<file path="config.mk">
export PLATFORM = sky130hd
export DESIGN_NAME = mmio_gpio_ctrl
export DESIGN_NICKNAME = d
export VERILOG_FILES = /design/src/rtl/gpio_pkg.sv /design/src/rtl/gpio_sync.sv /design/src/rtl/gpio_edge_cap.sv /design/src/rtl/gpio_regs.sv /design/src/rtl/mmio_gpio_ctrl.sv
export SDC_FILE = /design/constraint.sdc
export NUM_CORES = 1
export LEC_CHECK = 0
export ABC_CLOCK_PERIOD_IN_PS = 3300
export BUFFER_PORTS_ARGS = -buffer_cell sky130_fd_sc_hd__buf_2
export CAP_MARGIN = 20
export CORE_MARGIN = 8
export CORE_UTILIZATION = 38
export DETAILED_ROUTE_END_ITERATION = 6
export SKIP_CTS_REPAIR_TIMING = 1
export SLEW_MARGIN = 20
export SYNTH_ARGS = -nofsm -noshare
export SYNTH_HDL_FRONTEND = slang
export SYNTH_SLANG_ARGS = --single-unit
</file>
<file path="constraint.sdc">
create_clock -name clk -period 3.3 [get_ports clk]
set_clock_uncertainty 0.15 [all_clocks]
set_input_delay 0.165 -clock clk [delete_from_list [all_inputs] [get_ports clk]]
set_output_delay 0.165 -clock clk [all_outputs]
set_load 0.03 [all_outputs]
</file>
<file path="src/rtl/gpio_pkg.sv">
package gpio_pkg;

    localparam int BUS_W = 32;

    typedef enum logic [1:0] {
        TRIG_RISE  = 2'd0,
        TRIG_FALL  = 2'd1,
        TRIG_BOTH  = 2'd2,
        TRIG_LEVEL = 2'd3
    } trig_e;

    typedef enum logic [1:0] {
        SEL_DATA = 2'd0,
        SEL_DIR  = 2'd1,
        SEL_MASK = 2'd2,
        SEL_CAP  = 2'd3
    } reg_sel_e;

    typedef struct packed {
        logic     wr;
        logic     rd;
        reg_sel_e sel;
    } bus_req_t;

    function automatic reg_sel_e decode_sel(input logic [1:0] idx);
        return reg_sel_e'(idx);
    endfunction

endpackage

</file>
<file path="src/rtl/gpio_sync.sv">
module gpio_sync #(
    parameter int W = 16
) (
    input  logic         clk,
    input  logic         rst,
    input  logic [W-1:0] d,
    output logic [W-1:0] q
);
    logic [W-1:0] stage1_q;
    logic [W-1:0] stage2_q;

    always_ff @(posedge clk) begin
        if (rst) begin
            stage1_q <= '0;
            stage2_q <= '0;
        end else begin
            stage1_q <= d;
            stage2_q <= stage1_q;
        end
    end

    assign q = stage2_q;

    AST_SYNC_TWO_STAGE: assert property (@(posedge clk) disable iff (rst)
        !$past(rst) |=> q == $past(stage1_q));
endmodule

</file>
<file path="src/rtl/gpio_edge_cap.sv">
module gpio_edge_cap
    import gpio_pkg::*;
#(
    parameter int    W    = 16,
    parameter trig_e TRIG = TRIG_RISE
) (
    input  logic         clk,
    input  logic         rst,
    input  logic [W-1:0] lvl,
    input  logic [W-1:0] clr,
    output logic [W-1:0] cap
);
    generate
        if (TRIG == TRIG_LEVEL) begin : g_level
            logic unused_clr;
            assign unused_clr = ^clr;
            assign cap = lvl;
        end else begin : g_edge
            logic [W-1:0] prev_q;
            logic [W-1:0] cap_q;
            logic [W-1:0] hit;

            always_comb begin
                case (TRIG)
                    TRIG_RISE: hit = lvl & ~prev_q;
                    TRIG_FALL: hit = ~lvl & prev_q;
                    default:   hit = lvl ^ prev_q;
                endcase
            end

            always_ff @(posedge clk) begin
                if (rst) begin
                    prev_q <= '0;
                    cap_q  <= '0;
                end else begin
                    prev_q <= lvl;
                    cap_q  <= (cap_q & ~clr) | hit;
                end
            end

            assign cap = cap_q;

            AST_CAP_STICKY: assert property (@(posedge clk) disable iff (rst)
                1'b1 |=> ((cap_q & ($past(cap_q) & ~$past(clr))) ==
                          ($past(cap_q) & ~$past(clr))));
            AST_CAP_CLEAR_NEEDS_WRITE: assert property (@(posedge clk) disable iff (rst)
                ($past(clr) == '0) |-> ((cap_q | ~$past(cap_q)) == '1));
        end
    endgenerate
endmodule

</file>
<file path="src/rtl/gpio_regs.sv">
module gpio_regs
    import gpio_pkg::*;
#(
    parameter int W = 16
) (
    input  logic             clk,
    input  logic             rst,
    input  bus_req_t         req,
    input  logic [W-1:0]     wdata,
    input  logic [W-1:0]     sync_in,
    input  logic [W-1:0]     cap,
    output logic [W-1:0]     dout,
    output logic [W-1:0]     dir,
    output logic [W-1:0]     mask,
    output logic [BUS_W-1:0] rdata
);
    logic [W-1:0]     dout_q, dir_q, mask_q;
    logic [BUS_W-1:0] rd_word;
    logic [BUS_W-1:0] rdata_q;

    always_ff @(posedge clk) begin
        if (rst) begin
            dout_q <= '0;
            dir_q  <= '0;
            mask_q <= '0;
        end else if (req.wr) begin
            case (req.sel)
                SEL_DATA: dout_q <= wdata;
                SEL_DIR:  dir_q  <= wdata;
                SEL_MASK: mask_q <= wdata;
                default:  ;
            endcase
        end
    end

    always_comb begin
        rd_word = '0;
        case (req.sel)
            SEL_DATA: rd_word[W-1:0] = sync_in;
            SEL_DIR:  rd_word[W-1:0] = dir_q;
            SEL_MASK: rd_word[W-1:0] = mask_q;
            default:  rd_word[W-1:0] = cap;
        endcase
    end

    always_ff @(posedge clk) begin
        if (rst)         rdata_q <= '0;
        else if (req.rd) rdata_q <= rd_word;
    end

    assign dout  = dout_q;
    assign dir   = dir_q;
    assign mask  = mask_q;
    assign rdata = rdata_q;

    AST_RESET_CLEAN: assert property (@(posedge clk) disable iff (rst)
        $past(rst) |-> (dir_q == '0 && mask_q == '0 && dout_q == '0 && rdata_q == '0));
    AST_RDATA_HOLD: assert property (@(posedge clk) disable iff (rst)
        !$past(req.rd) && !$past(rst) |-> $stable(rdata_q));
endmodule

</file>
<file path="src/rtl/mmio_gpio_ctrl.sv">
module mmio_gpio_ctrl
    import gpio_pkg::*;
#(
    parameter int    NLINES = 16,
    parameter trig_e TRIG   = TRIG_RISE
) (
    input  logic              clk,
    input  logic              rst,
    input  logic              reg_wr,
    input  logic              reg_rd,
    input  logic [1:0]        reg_addr,
    input  logic [31:0]       reg_wdata,
    output logic [31:0]       reg_rdata,
    input  logic [NLINES-1:0] pin_in,
    output logic [NLINES-1:0] pin_out,
    output logic [NLINES-1:0] pin_oe,
    output logic              irq
);
    bus_req_t          req;
    logic [NLINES-1:0] wdata_l;
    logic [NLINES-1:0] sync_lvl;
    logic [NLINES-1:0] cap;
    logic [NLINES-1:0] clr;
    logic [NLINES-1:0] mask;
    logic              irq_q;

    assign req.wr  = reg_wr;
    assign req.rd  = reg_rd;
    assign req.sel = decode_sel(reg_addr);
    assign wdata_l = reg_wdata[NLINES-1:0];

    generate
        if (NLINES < BUS_W) begin : g_hi_unused
            logic unused_hi;
            assign unused_hi = ^reg_wdata[BUS_W-1:NLINES];
        end
    endgenerate

    assign clr = (req.wr && req.sel == SEL_CAP) ? wdata_l : '0;

    gpio_sync #(.W(NLINES)) u_sync (
        .clk (clk),
        .rst (rst),
        .d   (pin_in),
        .q   (sync_lvl)
    );

    gpio_edge_cap #(.W(NLINES), .TRIG(TRIG)) u_cap (
        .clk (clk),
        .rst (rst),
        .lvl (sync_lvl),
        .clr (clr),
        .cap (cap)
    );

    gpio_regs #(.W(NLINES)) u_regs (
        .clk     (clk),
        .rst     (rst),
        .req     (req),
        .wdata   (wdata_l),
        .sync_in (sync_lvl),
        .cap     (cap),
        .dout    (pin_out),
        .dir     (pin_oe),
        .mask    (mask),
        .rdata   (reg_rdata)
    );

    always_ff @(posedge clk) begin
        if (rst) irq_q <= 1'b0;
        else     irq_q <= |(cap & mask);
    end

    assign irq = irq_q;

    AST_IRQ_NEEDS_ENABLED_FLAG: assert property (@(posedge clk) disable iff (rst)
        irq |-> $past(|(cap & mask)));
    AST_OE_FOLLOWS_DIR_WRITE: assert property (@(posedge clk) disable iff (rst)
        (reg_wr && reg_addr == 2'd1) |=> pin_oe == $past(reg_wdata[NLINES-1:0]));
endmodule

</file>
=== Word-level counts from Yosys, hierarchy flattened ===
Index checks and enable logic that the tools add are counted.

* Flip-flop bits (word level): 129
* Input bits: 54
* Output and inout bits: 65
* Logic and storage cells: 26

* Equality and inequality tests: 3
* Mux-type cells: 2
* Bitwise logic cells: 6
* Reductions and logical operators: 6

{| class="wikitable"
|+ Operator list
! cell !! number
|-
| $and 16x16->16 || 3
|-
| $pmux 16 s3 || 1
|-
| $not 16->16 || 2
|-
| $mux 16 || 1
|-
| $or 16x16->16 || 1
|-
| $reduce_or 16->1 || 1
|-
| $reduce_and 2->1 || 3
|-
| $eq 2x2->1 const B || 2
|-
| $eq 2x1->1 const B || 1
|-
| $logic_not 2->1 || 1
|-
| $logic_and 1x1->1 || 1
|}

=== Depth between registers and ports, before layout ===
Gate-level depths: netlist of the first run.

* Depth after elaboration: 6
* Depth in mapped cells: 6
* Mapped depth without buffers: 4

=== Hierarchy ===
From an unflattened synthesis of the first run, not the netlist that was laid out.

* Cell total of the unflattened synthesis: 496
* Area, all modules: 5,009.8 µm²

{| class="wikitable"
|+ By module, submodules not included
! module !! times used !! cells each !! area each (µm²) !! seq. area each (µm²)
|-
| gpio_regs || 1 || 301 || 2,810.2 || 1,281.2
|-
| gpio_edge_cap || 1 || 99 || 1,118.6 || 640.6
|-
| gpio_sync || 1 || 67 || 863.3 || 640.6
|-
| mmio_gpio_ctrl || 1 || 29 || 217.7 || 20.0
|}

=== Worst setup path after synthesis of the first run ===
OpenSTA, ideal clock, no wires.

* Path kind: input-to-reg
* Start point: input reg_addr[1]
* End point: register u_regs.rdata_q[10] (netlist: u_regs.rdata[10])
* Library setup time: 0.128 ns
* Data arrival time: 1.092 ns
* Required time: 3.022 ns
* Path slack: 1.931 ns
* Cell stages on the path: 5
* Path buffers: 2
* Cell sequence: buf_6 > buf_12 > mux4_2 > mux2i_1 > nor2_1

* Cells in the longest elaborated chain, start to end: 2
* Elaborated cells between the ends (all ways): 4
* Those cells by class: eq/ne: 2; mux: 1; reduce/logical: 1

{| class="wikitable"
|+ Ends and longest elaborated chain
! what !! RTL line !! RTL
|-
| start: declaration || mmio_gpio_ctrl.sv:11 || <nowiki>input logic [1:0] reg_addr,</nowiki>
|-
| $eq 2x2->1 (tied with other cells) || gpio_regs.sv:38 || <nowiki>case (req.sel)</nowiki>
|-
| $pmux 16 s3 (*) || gpio_regs.sv:38 ||
|-
| end signal: assignment || gpio_regs.sv:48 || <nowiki>else if (req.rd) rdata_q <= rd_word;</nowiki>
|-
| end: declaration || gpio_regs.sv:19 || <nowiki>logic [BUS_W-1:0] rdata_q;</nowiki>
|}

Mark *: on every way between the ends. The rest lies on a longest branch, timed or not.
A chain may end at the register's enable or synchronous reset.

=== Worst setup path in the final report of the first run ===
* Start point: input reg_addr[1]
* End point: register u_cap.g_edge.cap_q[0] (netlist: u_cap.cap[0])

* Cells in the longest elaborated chain, start to end: 6

{| class="wikitable"
|+ Ends and longest elaborated chain
! what !! RTL line !! RTL
|-
| $eq 2x2->1 || mmio_gpio_ctrl.sv:39 || <nowiki>assign clr = (req.wr && req.sel == SEL_CAP) ? wdata_l : '0;</nowiki>
|-
| $logic_and 1x1->1 || mmio_gpio_ctrl.sv:39 ||
|-
| $mux 16 || mmio_gpio_ctrl.sv:39 ||
|-
| $not 16->16 || gpio_edge_cap.sv:37 || <nowiki>cap_q <= (cap_q & ~clr) | hit;</nowiki>
|-
| $and 16x16->16 || gpio_edge_cap.sv:37 ||
|-
| $or 16x16->16 || gpio_edge_cap.sv:37 ||
|-
| end signal: assignment || gpio_edge_cap.sv:37 ||
|-
| end: declaration || gpio_edge_cap.sv:20 || <nowiki>logic [W-1:0] cap_q;</nowiki>
|}

No other way between the ends.

==> results_dict.tcl, run 1 <==
set metrics [dict create \
    drc 0 \
    wl_per_cell_um 14.96 \
    grt_pass1_wl_um 18180 \
    core_area_sq_um 12570 \
    ant_nets 0 \
    whs_ns 0.07068 \
    place_area_sq_um 5296 \
    critPathMaxFanout 22 \
    path_class "input port to register" \
    slew_viol_final 0 \
    drive_above_1_share 0.2181 \
    cts_htree_levels 4 \
    synthesis.area_sq_um 4861 \
    area_growth_pct 28.78 \
    powerDensity_nw_per_um2 631.7 \
    yosys_warnings 0 \
    setup_viol 0 \
    post-route-period-util 0.5083 \
    start_util 0.3868 \
    swShare 0.2206 \
    clockRootBuffer "clkbuf_16" \
    p_int_mw 3.082 \
    final-hold-violation-count 0 \
    peakVddDrop_mv 0.3201 \
    outcome "complete, no violations" \
    avgViaCountPerCell 4.686 \
    cp.arrival_ns 1.81 \
    async_flop_share 0 \
    clk_path_buf_depth 2 \
    drv_cap 0 \
    end_kind "register" \
    cts_buffers 17 \
    post-place-cells 727 \
    period_minus_slack_ns 1.678 \
    die_width_um 129.1 \
    power.switching_mw 0.8724 \
    min_path_type "input port to register" \
    instances_no_fill 792 \
    place_congestion 0.7795 \
    worst_pin_slew_ns 0.7674 \
    dp_hpwl_um 7799 \
    clk_pin_slew_ns 0.05 \
    vias 3711 \
    grt_pass1_vias 3494 \
    p_comb_frac 0.078 \
    nets 660 \
    synth.area.top_cells "dfxtp_1 53%, nand2_1 8.7%, nor2b_1 8.2%" \
    p_leak_nw 2.653 \
    io_pins 119 \
    ys_ff_latch 129 \
    ys_types 27 \
    setup-tns-final_ns 0 \
    pre_cts_ws_ns 1.203 \
    timing.final.ws_setup_ns 1.622 \
    synth_top_area_cell "dfxtp_1" \
    firstDrtPassIters 6 \
    slew_headroom 0.4884 \
    pwr-share-clk 0.504 \
    grt_overflow 0 \
    rsz0062_at_grt "no" \
    synth_cells 499 \
    synth_edf_count 0 \
    worst_setup_path_start_kind "input port" \
    postLayoutCellArea_sq_um 6260 \
    die_y_um 129.1 \
    cts.sinks 129 \
    power.total_mw 3.954 \
    required_ns 3.44 \
    die-area_sq_um 16670 \
    routed_wl_um 11850 \
    drtIter0Drc 263 \
    grt_max_degree 78 \
    insertion_delay_ns 0.41 \
    globalRouteTotalUtil 0.1416 \
    io_buffer_count 86 \
    fmax_ghz 0.5961 \
    seq_area_frac_synth 0.5313 \
    yosysTopAreaCellShare 0.5313 \
    cts_tree "yes" \
    avgSynthCellArea_sq_um 9.741 \
    synth_ff_type "dfxtp_1" \
    placementRows 41 \
    final_util 0.4981 \
    antenna_found_initial 0 \
    seq_power_share 0.417 \
]
-- sequential cells by signal, summed over array words and instances (netlist names) --
name	flops
u_sync.q	16
u_regs.dir	16
u_cap.g_edge.prev_q	16
u_regs.dout	16
u_regs.mask	16
irq	1
u_regs.rdata	16
u_cap.cap	16
u_sync.stage1_q	16
-- power groups by stage --
stage / combinational [mW] / clock [mW] / sequential (mW)
floorplan: 0.184 / 0 / 1.71
global placement: 0.277 / 0 / 1.68
detailed placement: 0.281 / 0 / 1.68
CTS: 0.283 / 2.03 / 1.65
global route: 0.338 / 2.09 / 1.66
finish: 0.310 / 1.99 / 1.65
-- cell families (layout without fill, tap and decap cells) --
family          after synthesis  after routing  share of synthesized area
other cells                   1             17                  0.0007715
buf+inv                      47            152                    0.06100
flops                       129            129                     0.5313
compound gates               73             73                    0.08494
simple gates                217            217                     0.2088
mux                          32             32                     0.1133
-- metal layers --
layer,GRT usage,up-vias,wire length [um]
li1,-,1839,-
met1,0.1724,1733,5239
met5,0,-,0
met3,0.05136,11,970
met4,0.05943,0,138
met2,0.2218,128,5504
-- path summary, 6_finish.rpt --
path         cells after the start  slack [ns]                 from                to
max                              5        1.62          reg_addr[1]      u_cap.cap[0]
min                              2        0.07                  rst  u_regs.rdata[11]
max reg2reg                      4        1.91         u_cap.cap[2]               irq
min reg2reg                      1        0.28  u_sync.stage1_q[14]      u_sync.q[14]
-- Yosys cell counts (2+ instances only) --
master,number
dfxtp_1,129
nand2_1,113
nor2b_1,64
a21oi_1,59
nor2_1,33
buf_4,19
mux2i_1,16
clkbuf_1,15
mux4_1,8
mux4_2,8
buf_2,6
a21oi_2,5
a221oi_1,3
a22o_1,3
buf_6,3
a22oi_1,2
and3_1,2
clkbuf_2,2
-- layout by cell type (no fill, tap or decap), types with 2 or more instances in the layout --
| cell type | instances |
|---|---|
| conb_1 | 16 |
| nor2b_1 | 64 |
| mux2i_1 | 16 |
| a21oi_1 | 59 |
| a21oi_2 | 5 |
| nor2_1 | 33 |
| dlygate4sd3_1 | 32 |
| a22oi_1 | 2 |
| mux4_1 | 8 |
| mux4_2 | 8 |
| nand2_1 | 113 |
| clkbuf_1 | 2 |
| dfxtp_1 | 129 |
| clkbuf_16 | 17 |
| buf_2 | 85 |
| clkinv_2 | 2 |
| a22o_1 | 3 |
| and3_1 | 2 |
| buf_4 | 2 |
| bufinv_16 | 4 |
| a221oi_1 | 3 |
| clkbuf_8 | 4 |
| clkinvlp_4 | 3 |
-- area by class of cell --
type	instances	area, sq um
well taps	172	215.2
clock buffers	23	488.0
clock inverters	9	152.6
repair buffers	120	780.7
flip-flops and latches	129	2582
fillers	1159	6309
diodes	1	2.502
multi-input cells	338	2038
-- critical path, stage by stage --
cell,delay (ns)
buf_2,0.53
and3_1,0.75
nand2_1,0.13
a21oi_1,0.17
nor2_1,0.05
Power figures use the tool's default switching activity.
==> run 2, diff against run 1 <==
ABC_CLOCK_PERIOD_IN_PS = 1600   (was 3300)
clock period = 1.6 ns   (was 3.3 ns; I/O delays follow)
==> run 2 against run 1 <==
Compared with the run above:
- wire length is 4.2% higher
- sequential share of layout area is 1.4 points lower
- combinational power is 120% higher
- clock-buffer cell count is 1 lower
- first-iteration DRC count is 11% lower
- cell count is 2.7% higher
- global-route usage is 0.43 points higher
- critical endpoint is now u_regs.dout[15]
==> results_dict.tcl, run 2 (same netlist as run 1, synthesis figures left out) <==
set metrics [dict create \
    outcome "complete, no violations" \
    critPathMaxFanout 16 \
    fmax_ghz 0.6655 \
    cts_htree_levels 4 \
    placementRows 41 \
    io_pins 119 \
    num-fill-cells 1157 \
    cts_buffers 17 \
    grt_overflow 0 \
    antenna_found_initial 0 \
    place_congestion 0.8209 \
    grt_pass1_vias 3690 \
    period_minus_slack_ns 1.503 \
    pre_cts_ws_ns 0.1353 \
    path_cells "buf_2 -> or3b_2 -> nand2_1 -> a21oi_1 -> dlygate4sd3_1" \
    worst_setup_path_start_kind "input port" \
    die-area_sq_um 16670 \
    cp-startpoint "reg_addr[1]" \
    vias 3813 \
    grt_pass1_wl_um 18710 \
    cp_num_buf_inv 2 \
    die_width_um 129.1 \
    start_util 0.3868 \
    setup-tns-final_ns 0 \
    cpPeakStageDelay_ns 0.65 \
    postLayoutCellArea_sq_um 6481 \
    slowest_stage "or3b_2" \
    core_area_sq_um 12570 \
    die_y_um 129.1 \
    required_ns 1.74 \
    use_met1 0.1669 \
    clockRootBuffer "clkbuf_16" \
    dp_hpwl_um 8488 \
    timing.final.ws_setup_ns 0.09731 \
    wl_per_cell_um 15.19 \
    avgViaCountPerCell 4.690 \
    end_kind "register" \
    clk_pin_slew_ns 0.05 \
    peakVddDrop_mv 0.5488 \
    final-hold-violation-count 0 \
    globalRouteTotalUtil 0.1459 \
    io_buffer_count 86 \
    grt_max_degree 39 \
    nets 681 \
    drc 0 \
    min_path_type "input port to register" \
    cp_top_family "simple AND/OR/NAND/NOR gates" \
    final_common_cell "dfxtp_1" \
    multi_input_comb_area_sq_um 2038 \
    r2r-start "u_cap.cap[2]" \
    p_leak_nw 2.784 \
    final_cell_mix "129 x dfxtp_1, 113 x nand2_1, 85 x buf_2" \
    worst_pin_slew_ns 0.5553 \
    rsz0062_at_grt "no" \
    ant_nets 0 \
    slew_headroom 0.6298 \
    seqCellArea_sq_um 2582 \
    area_growth_pct 33.33 \
    insertion_delay_ns 0.40 \
    path_class "input port to register" \
    use_met2 0.2356 \
    min_from "reg_wr" \
    drive_above_1_share 0.2359 \
    clk_path_buf_depth 2 \
    firstDrtPassIters 5 \
    powerDensity_nw_per_um2 1261 \
    routed_wl_um 12350 \
    grt.busiest_layer "met2" \
    drv_cap 0 \
    slew_viol_final 0 \
    setup_viol 0 \
    grt_use_met3 0.04601 \
    cts.sinks 129 \
    post-route-period-util 0.9392 \
    place_area_sq_um 5459 \
    cts_tree "yes" \
    cp.arrival_ns 1.64 \
    drtIter0Drc 233 \
]
## run 2: worst paths after layout
path	depth (start not counted)	slack (ns)	to
setup / recovery	5	0.1	u_regs.dout[15]
hold / removal	4	0.008	u_regs.dout[4]
setup reg to reg	4	0.19	irq
hold reg to reg	1	0.29	u_sync.q[4]
## run 2: worst register-to-register path, stage by stage, from the launching register on
cell	delay (ns)
dfxtp_1	0.32
a22o_1	0.26
a221oi_1	0.24
and3_1	0.23
a31oi_1	0.08
## run 2: report_power, final
part | total [mW] | switching [mW] | internal [mW]
combinational | 0.690 | 0.395 | 0.295
clock | 4.08 | 1.32 | 2.76
sequential | 3.41 | 0.0704 | 3.34
## run 2: stage by stage
step	cells	hold WS, ns	util	power [mW]
6_report	813	0.007987	0.5157	8.176
4_1_cts	774	-0.2911	0.4852	8.190
5_1_grt	812	0.02112	0.5155	8.468
3_3_place_gp	742	0.1374	0.4343	4.074
2_1_floorplan	514	0.05818	-	3.904
3_5_place_dp	742	0.1436	0.4343	4.091
## run 2: layout make-up
cell class              count  share of cell area
diodes                      1           0.0003861
repair buffers            141              0.1548
flip-flops and latches    129              0.3985
clock buffers              22             0.07471
clock inverters            10             0.02394
well taps                 172             0.03320
multi-input cells         338              0.3145
## run 2: metal layers
layer | up-vias | share of wire
met1 | 1779 | 0.42
met5 | - | 0
met3 | 12 | 0.073
met2 | 135 | 0.49
met4 | 0 | 0.015
li1 | 1887 | -
==> run 3, diff against run 2 <==
CTS_BUF_LIST = sky130_fd_sc_hd__clkbuf_2 sky130_fd_sc_hd__clkbuf_4 sky130_fd_sc_hd__clkbuf_8   (was default)
==> run 3 against run 2 <==
Compared with the run above:
- via count shrank 0.63%
- wire length shrank 1.3%
- first-iteration DRC count decreased by 1.3%
- clock power shrank 25%
- worst hold slack better by 0.020 ns
- setup slack better by 0.021 ns
- combinational power rose by 0.6%
- register-to-register slack about the same
- critical path depth did not move
- global-route usage fell by 0.24 points
- largest cell class unchanged
- highest routed layer unchanged
==> results_dict.tcl, run 3 (same netlist as run 1, synthesis figures left out) <==
set metrics [dict create \
    routed_wl_um 12200 \
    grt_overflow 0 \
    worst_pin_slew_ns 0.5552 \
    p_leak_nw 2.721 \
    clk_pin_slew_ns 0.07 \
    drtIter0Drc 230 \
    final_cell_mix "129 x dfxtp_1, 113 x nand2_1, 85 x buf_2" \
    reg2reg_depth 4 \
    wl_per_cell_um 14.95 \
    final_util 0.5037 \
    io_buffer_count 86 \
    clockRootBuffer "clkbuf_8" \
    min_path_type "input port to register" \
    powerDensity_nw_per_um2 1130 \
    num-fill-cells 1183 \
    placementRows 41 \
    drv_cap 0 \
    drive_above_1_share 0.2360 \
    cts_tree "yes" \
    final_common_cell "dfxtp_1" \
    post-route-period-util 0.9261 \
    r2r-start "u_cap.cap[2]" \
    io_pins 119 \
    nets 685 \
    crit_end "u_regs.dout[14]" \
    globalRouteTotalUtil 0.1436 \
    slew_viol_final 0 \
    peakVddDrop_mv 0.4543 \
    period_minus_slack_ns 1.482 \
    min_from "reg_addr[0]" \
    cts.sinks 129 \
    rr_endpoint "irq" \
    grt_pass1_wl_um 18440 \
    die_y_um 129.1 \
    setup-tns-final_ns 0 \
    dp_hpwl_um 8488 \
    firstDrtPassIters 5 \
    cp-startpoint "reg_addr[1]" \
    avgViaCountPerCell 4.643 \
    final-hold-violation-count 0 \
    slew_headroom 0.6299 \
    worst_setup_path_start_kind "input port" \
    die_width_um 129.1 \
    core_area_sq_um 12570 \
    cts_htree_levels 4 \
    required_ns 1.76 \
    r2r_slack_ns 0.19 \
    ant_nets 0 \
    drc 0 \
    start_util 0.3868 \
    seqCellArea_sq_um 2582 \
    grt_max_degree 39 \
    area_growth_pct 30.24 \
    cp.arrival_ns 1.64 \
    rsz0062_at_grt "no" \
    insertion_delay_ns 0.42 \
    path_class "input port to register" \
    setup_viol 0 \
    outcome "complete, no violations" \
    fmax_ghz 0.6748 \
    vias 3789 \
    critPathMaxFanout 16 \
    cts_buffers 17 \
    antenna_found_initial 0 \
    grt_pass1_vias 3651 \
    multi_input_comb_area_sq_um 2038 \
    die-area_sq_um 16670 \
    end_kind "register" \
    diodes 0 \
    clk_path_buf_depth 2 \
    place_congestion 0.8209 \
]
## run 3: cell count changes in the layout (fill, tap and decap cells not counted)
| cell | previous run | this run |
|---|---|---|
| dlygate4sd3_1 | 38 | 42 |
| clkbuf_1 | 1 | 0 |
| clkbuf_8 | 4 | 21 |
| diode_2 | 1 | 0 |
| clkbuf_4 | 0 | 1 |
| clkbuf_16 | 17 | 0 |
## run 3: worst min-delay path by stage
stage | endpoint | slack [ns] | depth (start not counted)
5_1_grt | u_regs.mask[2] | 0.02 | 5
2_1_floorplan | u_sync.stage1_q[0] | 0.06 | 1
6_report | u_regs.mask[1] | 0.03 | 5
3_5_place_dp | u_sync.stage1_q[4] | 0.14 | 2
3_3_place_gp | u_sync.stage1_q[1] | 0.14 | 2
4_1_cts | u_sync.stage1_q[14] | -0.32 | 2
## run 3: power by group
part,internal [mW],switching (mW)
Sequential,3.33,0.0699
Combinational,0.299,0.394
Clock,1.87,1.19
Total,5.50,1.65
## run 3: cell type report
class | count | share of cell area
repair buffers | 145 | 0.1648
clock buffers | 22 | 0.04684
multi-input cells | 338 | 0.3219
well taps | 172 | 0.03399
flip-flops and latches | 129 | 0.4079
clock inverters | 10 | 0.02451
## run 3: stage by stage
step / cell area, sq um / hold WS [ns] / instances / total power [mW] / setup WS [ns]
after floorplan: 4917 / 0.05818 / 514 / 3.904 / 0.2398
after global placement: 5459 / 0.1374 / 742 / 4.074 / 0.1449
after detailed placement: 5459 / 0.1436 / 742 / 4.091 / 0.1353
after CTS: 5911 / -0.3173 / 774 / 7.166 / 0.1659
after global routing: 6331 / 0.02324 / 816 / 7.464 / 0.05861
final: 6331 / 0.02826 / 816 / 7.157 / 0.1182
## run 3: worst max-delay path, cell delays in order
cell           delay, ns
buf_2               0.15
or3b_2              0.65
nand2_1             0.12
a21oi_1             0.07
dlygate4sd3_1       0.56
## run 3: metal layers
metal | wire length (um) | global-route usage | part of all wire
met4 | 315 | 0.07464 | 0.026
met2 | 5764 | 0.2279 | 0.47
met1 | 5251 | 0.1639 | 0.43
met5 | 0 | 0 | 0
met3 | 865 | 0.05711 | 0.071
